**config.mk**
```make
export PLATFORM = sky130hd
export DESIGN_NAME = asid_tlb
export DESIGN_NICKNAME = d
export VERILOG_FILES = /design/src/rtl/tlb_pkg.sv /design/src/rtl/tlb_cam.sv /design/src/rtl/tlb_age.sv /design/src/rtl/tlb_alloc.sv /design/src/rtl/asid_tlb.sv
export SDC_FILE = /design/constraint.sdc
export NUM_CORES = 1
export LEC_CHECK = 0
export ABC_AREA = 1
export BUFFER_PORTS_ARGS = -buffer_cell sky130_fd_sc_hd__clkbuf_2
export CORE_MARGIN = 5
export CORE_UTILIZATION = 50
export CTS_BUF_LIST = sky130_fd_sc_hd__clkbuf_8
export DETAILED_ROUTE_END_ITERATION = 16
export GPL_TIMING_DRIVEN = 0
export HOLD_SLACK_MARGIN = 0.1
export PLACE_DENSITY_LB_ADDON = 0.08
export SLEW_MARGIN = 10
export SYNTH_ARGS = -nofsm -noshare
export SYNTH_HDL_FRONTEND = slang
export SYNTH_SLANG_ARGS = --single-unit
```
**constraint.sdc**
```tcl
create_clock -name clk -period 7.6 [get_ports clk]
set_input_delay 0.38 -clock clk [delete_from_list [all_inputs] [get_ports clk]]
set_output_delay 0.38 -clock clk [all_outputs]
set_load 0.02 [all_outputs]
```
**src/rtl/tlb_pkg.sv**
```systemverilog
package tlb_pkg;

  // Outcome of one lookup, decoded onto the response flags.
  typedef enum logic [1:0] {
    LK_NONE  = 2'd0,
    LK_HIT   = 2'd1,
    LK_MISS  = 2'd2,
    LK_FAULT = 2'd3
  } lk_kind_e;

endpackage

```
**src/rtl/tlb_cam.sv**
```systemverilog
// Parallel tag compare: one comparator per slot against a single key.
module tlb_cam #(
  parameter int ENTRIES = 8,
  parameter int VPN_W   = 20,
  parameter int ASID_W  = 8
) (
  input  logic [ENTRIES-1:0]             slot_used,
  input  logic [ENTRIES-1:0][VPN_W-1:0]  slot_vpn,
  input  logic [ENTRIES-1:0][ASID_W-1:0] slot_asid,
  input  logic [VPN_W-1:0]               key_vpn,
  input  logic [ASID_W-1:0]              key_asid,
  output logic [ENTRIES-1:0]             match_vec
);

  for (genvar i = 0; i < ENTRIES; i++) begin : g_cmp
    assign match_vec[i] = slot_used[i]
                        && (slot_vpn[i]  == key_vpn)
                        && (slot_asid[i] == key_asid);
  end

endmodule

```
**src/rtl/tlb_age.sv**
```systemverilog
// Recency ranks: each slot holds a rank in 0..ENTRIES-1, 0 = newest.
// The ranks always form a permutation; the slot with the top rank is oldest.
module tlb_age #(
  parameter int ENTRIES = 8,
  localparam int IDX_W  = (ENTRIES > 1) ? $clog2(ENTRIES) : 1
) (
  input  logic             clk,
  input  logic             rst,
  input  logic             touch_en,
  input  logic [IDX_W-1:0] touch_idx,
  output logic [IDX_W-1:0] oldest_idx
);

  logic [IDX_W-1:0] rank [ENTRIES];
  logic [IDX_W-1:0] touched_rank;

  assign touched_rank = rank[touch_idx];

  always_ff @(posedge clk) begin
    if (rst) begin
      for (int j = 0; j < ENTRIES; j++) rank[j] <= IDX_W'(j);
    end else if (touch_en) begin
      for (int j = 0; j < ENTRIES; j++) begin
        if (IDX_W'(j) == touch_idx)      rank[j] <= '0;
        else if (rank[j] < touched_rank) rank[j] <= rank[j] + 1'b1;
      end
    end
  end

  always_comb begin
    oldest_idx = '0;
    for (int j = 0; j < ENTRIES; j++) begin
      if (rank[j] == IDX_W'(ENTRIES - 1)) oldest_idx = IDX_W'(j);
    end
  end

endmodule

```
**src/rtl/tlb_alloc.sv**
```systemverilog
// Picks the slot a fill writes: an existing copy of the key first,
// then the lowest empty slot, then the least recently used slot.
module tlb_alloc #(
  parameter int ENTRIES = 8,
  localparam int IDX_W  = (ENTRIES > 1) ? $clog2(ENTRIES) : 1
) (
  input  logic [ENTRIES-1:0] slot_used,
  input  logic [ENTRIES-1:0] dup_vec,
  input  logic [IDX_W-1:0]   oldest_idx,
  output logic [IDX_W-1:0]   wr_idx
);

  logic [IDX_W-1:0] free_idx;
  logic [IDX_W-1:0] dup_idx;
  logic             any_free;

  always_comb begin
    free_idx = '0;
    dup_idx  = '0;
    any_free = 1'b0;
    for (int i = ENTRIES - 1; i >= 0; i--) begin
      if (!slot_used[i]) begin
        free_idx = IDX_W'(i);
        any_free = 1'b1;
      end
      if (dup_vec[i]) dup_idx = IDX_W'(i);
    end
    if (|dup_vec)      wr_idx = dup_idx;
    else if (any_free) wr_idx = free_idx;
    else               wr_idx = oldest_idx;
  end

endmodule

```
**src/rtl/asid_tlb.sv**
```systemverilog
module asid_tlb
  import tlb_pkg::*;
#(
  parameter int ENTRIES = 8,
  parameter int VPN_W   = 20,
  parameter int PFN_W   = 16,
  parameter int ASID_W  = 8,
  localparam int IDX_W  = (ENTRIES > 1) ? $clog2(ENTRIES) : 1
) (
  input  logic              clk,
  input  logic              rst,
  input  logic              lk_req,
  input  logic [VPN_W-1:0]  lk_vpn,
  input  logic [ASID_W-1:0] lk_asid,
  output logic              rsp_valid,
  output logic              rsp_hit,
  output logic              rsp_miss,
  output logic              rsp_fault,
  output logic [PFN_W-1:0]  rsp_pfn,
  input  logic              fill_req,
  input  logic [VPN_W-1:0]  fill_vpn,
  input  logic [ASID_W-1:0] fill_asid,
  input  logic [PFN_W-1:0]  fill_pfn,
  input  logic              fill_perm,
  input  logic              flush_one,
  input  logic [ASID_W-1:0] flush_one_asid,
  input  logic              flush_every
);

  // Slot state: occupancy bits are reset, payload arrays are not.
  logic [ENTRIES-1:0]             used_q;
  logic [ENTRIES-1:0]             perm_q;
  logic [ENTRIES-1:0][VPN_W-1:0]  vpn_q;
  logic [ENTRIES-1:0][ASID_W-1:0] asid_q;
  logic [ENTRIES-1:0][PFN_W-1:0]  pfn_q;

  logic [ENTRIES-1:0] lk_vec;
  logic [ENTRIES-1:0] dup_vec;
  logic               lk_any;
  logic [IDX_W-1:0]   lk_idx;
  logic [IDX_W-1:0]   oldest_idx;
  logic [IDX_W-1:0]   wr_idx;
  logic               fill_go;
  logic               touch_en;
  logic [IDX_W-1:0]   touch_idx;
  lk_kind_e           lk_kind;

  tlb_cam #(.ENTRIES(ENTRIES), .VPN_W(VPN_W), .ASID_W(ASID_W)) u_cam_lk (
    .slot_used (used_q),
    .slot_vpn  (vpn_q),
    .slot_asid (asid_q),
    .key_vpn   (lk_vpn),
    .key_asid  (lk_asid),
    .match_vec (lk_vec)
  );

  tlb_cam #(.ENTRIES(ENTRIES), .VPN_W(VPN_W), .ASID_W(ASID_W)) u_cam_fill (
    .slot_used (used_q),
    .slot_vpn  (vpn_q),
    .slot_asid (asid_q),
    .key_vpn   (fill_vpn),
    .key_asid  (fill_asid),
    .match_vec (dup_vec)
  );

  tlb_age #(.ENTRIES(ENTRIES)) u_age (
    .clk        (clk),
    .rst        (rst),
    .touch_en   (touch_en),
    .touch_idx  (touch_idx),
    .oldest_idx (oldest_idx)
  );

  tlb_alloc #(.ENTRIES(ENTRIES)) u_alloc (
    .slot_used  (used_q),
    .dup_vec    (dup_vec),
    .oldest_idx (oldest_idx),
    .wr_idx     (wr_idx)
  );

  // Encode the (at most one-hot) lookup match vector.
  always_comb begin
    lk_idx = '0;
    for (int i = ENTRIES - 1; i >= 0; i--) begin
      if (lk_vec[i]) lk_idx = IDX_W'(i);
    end
  end

  assign lk_any    = |lk_vec;
  assign fill_go   = fill_req && !flush_every && !flush_one;
  assign touch_en  = fill_go || (lk_req && lk_any);
  assign touch_idx = fill_go ? wr_idx : lk_idx;

  always_comb begin
    if (!lk_req)            lk_kind = LK_NONE;
    else if (!lk_any)       lk_kind = LK_MISS;
    else if (perm_q[lk_idx]) lk_kind = LK_HIT;
    else                    lk_kind = LK_FAULT;
  end

  // Occupancy: flush-all, then per-space flush, then fill.
  always_ff @(posedge clk) begin
    if (rst) begin
      used_q <= '0;
    end else if (flush_every) begin
      used_q <= '0;
    end else if (flush_one) begin
      for (int i = 0; i < ENTRIES; i++) begin
        if (asid_q[i] == flush_one_asid) used_q[i] <= 1'b0;
      end
    end else if (fill_go) begin
      used_q[wr_idx] <= 1'b1;
    end
  end

  // Payload write port, one slot per cycle.
  always_ff @(posedge clk) begin
    if (fill_go) begin
      vpn_q[wr_idx]  <= fill_vpn;
      asid_q[wr_idx] <= fill_asid;
      pfn_q[wr_idx]  <= fill_pfn;
      perm_q[wr_idx] <= fill_perm;
    end
  end

  // Registered response.
  always_ff @(posedge clk) begin
    if (rst) begin
      rsp_valid <= 1'b0;
      rsp_hit   <= 1'b0;
      rsp_miss  <= 1'b0;
      rsp_fault <= 1'b0;
      rsp_pfn   <= '0;
    end else begin
      rsp_valid <= (lk_kind != LK_NONE);
      rsp_hit   <= (lk_kind == LK_HIT);
      rsp_miss  <= (lk_kind == LK_MISS);
      rsp_fault <= (lk_kind == LK_FAULT);
      rsp_pfn   <= (lk_kind == LK_HIT) ? pfn_q[lk_idx] : '0;
    end
  end

endmodule

```
# Word-level counts from Yosys, hierarchy flattened
# Memories as Yosys holds them, arrays and structs flattened.
# Cells that the tools add are included.
word_totals:
  mem_count: 1
  in_bits: 87
  elab_cells: 356
  ramBits: 24
  out_inout_bits: 20
  register_bits: 388
mem_list:
  columns: ["memory", "words", "word_bits", "read_ports", "rd_clocked_by_memory_dff", "write_ports", "line_no", "text"]
  rows:
  - ["u_age.rank", 8, 3, 9, 0, 8, "tlb_age.sv:14", "logic [IDX_W-1:0] rank [ENTRIES];"]
op_classes:
  eq_ne: 65
  n_reduce_logical: 54
  addsub: 8
  order_cmp: 11
  muxes: 161
  bitwise_logic: 18
op_table:
  columns: ["cell", "n"]
  rows:
  - ["20-bit == test", 16]
  - ["8-bit == test", 24]
  - ["160-bit bitwise mux", 1]
  - ["3-bit two-way mux", 47]
  - ["128-bit bitwise mux", 1]
  - ["1-bit two-way mux", 93]
  - ["64-bit bitwise mux", 1]
  - ["20-bit demux with 3-bit select", 1]
  - ["16-bit binary-select mux with 3-bit select", 1]
  - ["16-bit demux with 3-bit select", 1]
  - ["1-bit logical AND", 36]
  - ["16-bit two-way mux", 2]
  - ["3-bit by 1-bit adder with 3-bit output (second input constant)", 8]
  - ["8-bit demux with 3-bit select", 1]
  - ["3-bit < comparator", 8]
  - ["8-bit two-way mux", 3]
  - ["3-bit == test (second input constant)", 7]
  - ["20-bit two-way mux", 1]
  - ["2-bit by 1-bit inequality test with 1-bit output (second input constant)", 8]
  - ["1-bit bitwise OR", 16]
  - ["2-bit AND reduction", 8]
  - ["8-bit OR reduction", 2]
  - ["3-bit == test (first input constant)", 4]
  - ["2-bit two-way mux", 5]
  - ["other kinds (16)", 22]

# Longest topological paths before layout
# An unclocked memory read counts as a cell.
logic_depth:
  depth_word: 21
  ltp_mapped: 31
  mapped_depth_nobuf: 29

# By module
# Synthesis repeated with hierarchy kept, for this count alone.
hier_totals:
  hier_cells: 3428
  hier_area_um2: 25201.7
modules_own_cells:
  columns: ["module", "area_each_um2", "seq_area_each_um2", "cells_per_inst", "n_inst"]
  rows:
  - ["asid_tlb", 14650.3, 11370.9, 1087, 1]
  - ["tlb_cam", 4119.0, 0.0, 1032, 2]
  - ["tlb_age", 2072.0, 720.7, 226, 1]
  - ["tlb_alloc", 241.5, 0.0, 51, 1]

# Least setup slack after synthesis
# No wires, ideal clock.
synth_timing:
  path_kind: "input-to-reg"
  start: "input fill_vpn[15]"
  end: "register asid_q[32] (netlist bit), enable pin"
  path_buffers: 1
  setup_time_ns: 0.448
  path_stages: 18
  slack_ns: 3.469
  arrival_time_ns: 3.684
  t_required_ns: 7.152
  path_cell_list: "buf_4 -> inv_1 -> nand2_1 -> nand2_1 -> nor2_1 -> nand2_1 -> nor2_1 -> nand2_1 -> nor2_1 -> inv_1 -> nand2_1 -> nor2_1 -> nand3_1 -> nand2_1 -> inv_1 -> nor2_1 -> nand3_1 -> nor2_1"
synth_lines:
  columns: ["element", "line_no", "text"]
  rows:
  - ["start: declaration", "asid_tlb.sv:21", "input logic [VPN_W-1:0] fill_vpn,"]
  - ["end signal: indexed assignment", "asid_tlb.sv:120", "asid_q[wr_idx] <= fill_asid;"]
  - ["end: declaration", "asid_tlb.sv:34", "logic [ENTRIES-1:0][ASID_W-1:0] asid_q;"]

==> metrics.md <==
| Metric | Value |
|---|---|
| Status | finished clean |
| Crit Path Category | input pin to register |
| # nets final | slightly above 3000 |
| Final instance count without filler cells | 3610 |
| Worst Setup End Kind | register |
| Worst hold endpoint | vpn_q[125] |
| Drc violations | 0 |
| Cts repair resizes | 0 |
| Worst EP arrival | ~6 ns |
| Family with the most delay on the worst path | simple AND/OR/NAND/NOR gates |
| Class of the worst hold path | input pin to register |
| DP Wirelength | 85840 µm |
| DR iter-0 viols | 4442 |
| Worst Max-Slew Pin Slew | 1.152 ns |
| Postcts setup bufs | 0 |
| Antenna violations before repair | 5 |
| Placed insts | between 3000 and 4000 |
| Layout cell share with drive strength beyond 1 | 10.64% |
| CP max FO | 10 |
| Drt wl/cell | roughly 32 µm |
| Layout Cell Area excl Fill | approximately 26000 µm² |
| Total CTS buffers | 72 |
| Instance count of the mapped netlist | between 2000 and 3000 |
| Drt total wl | around 110000 µm |
| Final hold vios | 0 |
| Max Clock Skew | ~0.04 ns |
| Fillers | 4051 |
| Rel. slew slack | between 20 and 25% |
| Starting Density | around half |
| Power density over the cells | around 200 nW/µm² |
| RSZ-0062 raised after global routing | false |
| Fmax | between 0.15 and 0.2 GHz |
| WP data required | between 7 and 8 ns |
| Async SR Flop Fraction | 0% |
| Setup crit start kind | input pin |
| Most common cell after layout, fill and taps aside | nand2_1 |
| Final setup vio count | 0 |
| Input/output buffers | 81 |
| Hold_sp | fill_vpn[5] |
| Sink Count | a little over 400 |
| Syn Nets | around 2900 |
| CP most frequent cell | nand2_1 |
| Final worst-path cycle share | a little under three quarters |
| EDFF count, synth | about 380 |
| Placed Instance Area | about 24000 µm² |
| Slowest stage cell on the critical path | dlygate4sd3_1 |
| I/O Pins | 107 |
| Largest net degree at the start of global routing | 27 |
| Hold path depth | 1 |
| Max Slew Vio Count | 0 |
| Via density | ~6.3 |
| Die width | about 220 µm |
| Buf/Inv on CP | 8 |
| RR Startpoint | vpn_q[35] |
| Worst R2R Path Depth | 22 |
| Library cells used by synthesis | 50 |
| Register area share after synthesis | a little over half |
| Chip Height | roughly 220 µm |
| Crit. Startpoint | fill_asid[5] |
| GRT Residual Overflow | 0 |
| #FFs+latches synth | 412 |
| Commonest cells after routing, fill and taps aside | nand2_1 (867), edfxtp_1 (384), inv_1 (343) |
| GRT Total Usage | between 40% and 50% |
| Global placer's final weighted congestion | ~1.1 |
| MaxCap Viol Count | 0 |
| Worst R2R End | u_age.rank[3][1] |
| Leak | roughly 11 nW |
| CTS root buf | clkbuf_8 |
| Clk buf depth | 3 |
| Peak supply drop | 0.1953 mV |
| Vias in the first global route | 20420 |
| CP peak stage delay | around 0.53 ns |
| DR vias | 22650 |
| First-pass GRT wire length | around 150000 µm |
| Hold buffers post-CTS | 37 |
| Area of the die | about 50000 µm² |
| Final antenna-violating net count | 0 |
| Crit path time final | ~5.5 ns |
| Synthesis Warnings | 0 |
| Rows | 78 |
| H-tree depth | 3 |
| Dominant synthesized flop cell | edfxtp_1 |
| DRT Pass-1 Iters | 8 |
| Worst skew pair latency | approximately 0.7 ns |
| CTS clk-pin slew, worst paths | approximately 0.06 ns |
| Syn_area_per_cell | approximately 8.3 µm² |
| CTS tree | built |
| Core area | approximately 45000 µm² |
| Post-synthesis cell area | around 23000 µm² |
| Reg2reg setup slack | between 2 and 2.5 ns |
| P&R area growth vs syn | 14.53% |
-- sequential cells by signal (all words and copies together) (netlist names), 8 cells and up --
register and cells:
pfn_q 128, vpn_q 160, rsp_pfn 16, asid_q 64
perm_q 8, used_q 8, u_age.rank 24
-- cell type report --
class                           instances  area (µm²)  share of cell area [%]
Buffer                                 84       459.2                   1.750
Clock inverter                         51       386.6                   1.474
Clock buffer                           78        1074                   4.092
Inverter                              351        1321                   5.036
Sequential cell                       412       12090                   46.09
Tap cell                              600       750.7                   2.861
Timing Repair Buffer                  132        1064                   4.054
Antenna cell                            3       7.507                 0.02861
Multi-Input combinational cell       1899        9082                   34.62
-- synthesized netlist by cell type, drive strengths merged, types with 2 or more instances --
cell     count  area share, %
nand2      883             15
edfxtp     384             50
inv        349            5.7
nor2       334            5.6
o21ai      205            4.5
nand3       80            1.9
o22ai       80            2.2
xnor2       71            2.7
nand4       62            1.7
a21oi       57            1.3
buf         52            1.5
xor2        36            1.4
clkbuf      32           0.53
dfxtp       28            2.4
ha          23            1.3
nor3        13           0.31
o2111ai      7           0.27
or2          7           0.19
a2111oi      5           0.19
o211a        5           0.22
o221ai       5           0.19
or3          5           0.14
nand3b       4           0.13
nor4         4           0.11
o211ai       4           0.13
a211oi       2          0.066
clkinv       2          0.038
o41ai        2          0.076
-- worst max-delay path by stage --
stage,endpoint,cells past startpoint
6_report,u_age.rank[3][1],27
5_1_grt,u_age.rank[4][2],27
4_1_cts,u_age.rank[2][2],27
3_5_place_dp,u_age.rank[4][2],23
3_3_place_gp,vpn_q[29],15
2_1_floorplan,asid_q[32],18
-- logic make-up (layout without fill, tap and decap cells) --
kind of cell / Yosys count / after routing / synth area share, %
AND/OR/NAND/NOR: 1392 / 1392 / 24.81
buffers and inverters: 435 / 696 / 7.762
flip-flops: 412 / 412 / 52.79
AO/OA/AOI/OAI: 377 / 377 / 9.291
XOR/XNOR: 107 / 107 / 4.091
adder cells (fa/ha/maj): 23 / 23 / 1.256
other: 0 / 3 / 0
-- metrics by stage --
step | hold WS, ns | TNS [ns] | util [%] | worst slack, ns | total power, W
after floorplan | 0.4585 | 0 | - | 3.469 | 0.002802
final | 0.1687 | 0 | 57.81 | 2.137 | 0.005175
after detailed placement | 0.5970 | 0 | 53.76 | 1.949 | 0.003034
after CTS | 0.1149 | 0 | 57.80 | 2.494 | 0.005130
after global routing | 0.1394 | 0 | 57.80 | 2.066 | 0.005284
after global placement | 0.5640 | -117.00 | 53.02 | -0.6979 | 0.003027
-- worst register-to-register path, stage by stage (launching register included) --
cell	delay, ns
edfxtp_1	0.62
inv_1	0.12
nand2_1	0.09
nand4_1	0.40
nor2_1	0.32
nand2_1	0.12
nor2_1	0.22
nand2_1	0.30
nand2_1	0.21
nor2_2	0.08
nand3_1	0.24
nand3_4	0.18
nand2_2	0.12
buf_6	0.14
nor2_2	0.04
inv_1	0.12
o21ai_0	0.10
o32a_1	0.50
ha_1	0.26
or3_1	0.36
inv_1	0.10
nand2_2	0.08
nand3_1	0.14
-- report_power, final --
part / switching (W) / internal [W]
combinational: 0.000391 / 0.000136
sequential: 0.0000133 / 0.00249
clock: 0.00103 / 0.00111
total: 0.00144 / 0.00374
-- metal layers --
layer / vias to the layer above / part of all wire (%) / global-route usage, %
met5: - / 0.13 / 1.898
met4: 4 / 6.4 / 20.30
met3: 384 / 16 / 16.38
met2: 2123 / 40 / 61.54
met1: 10670 / 37 / 60.92
li1: 9470 / - / -
No activity file was read; power rests on OpenSTA's default activity.
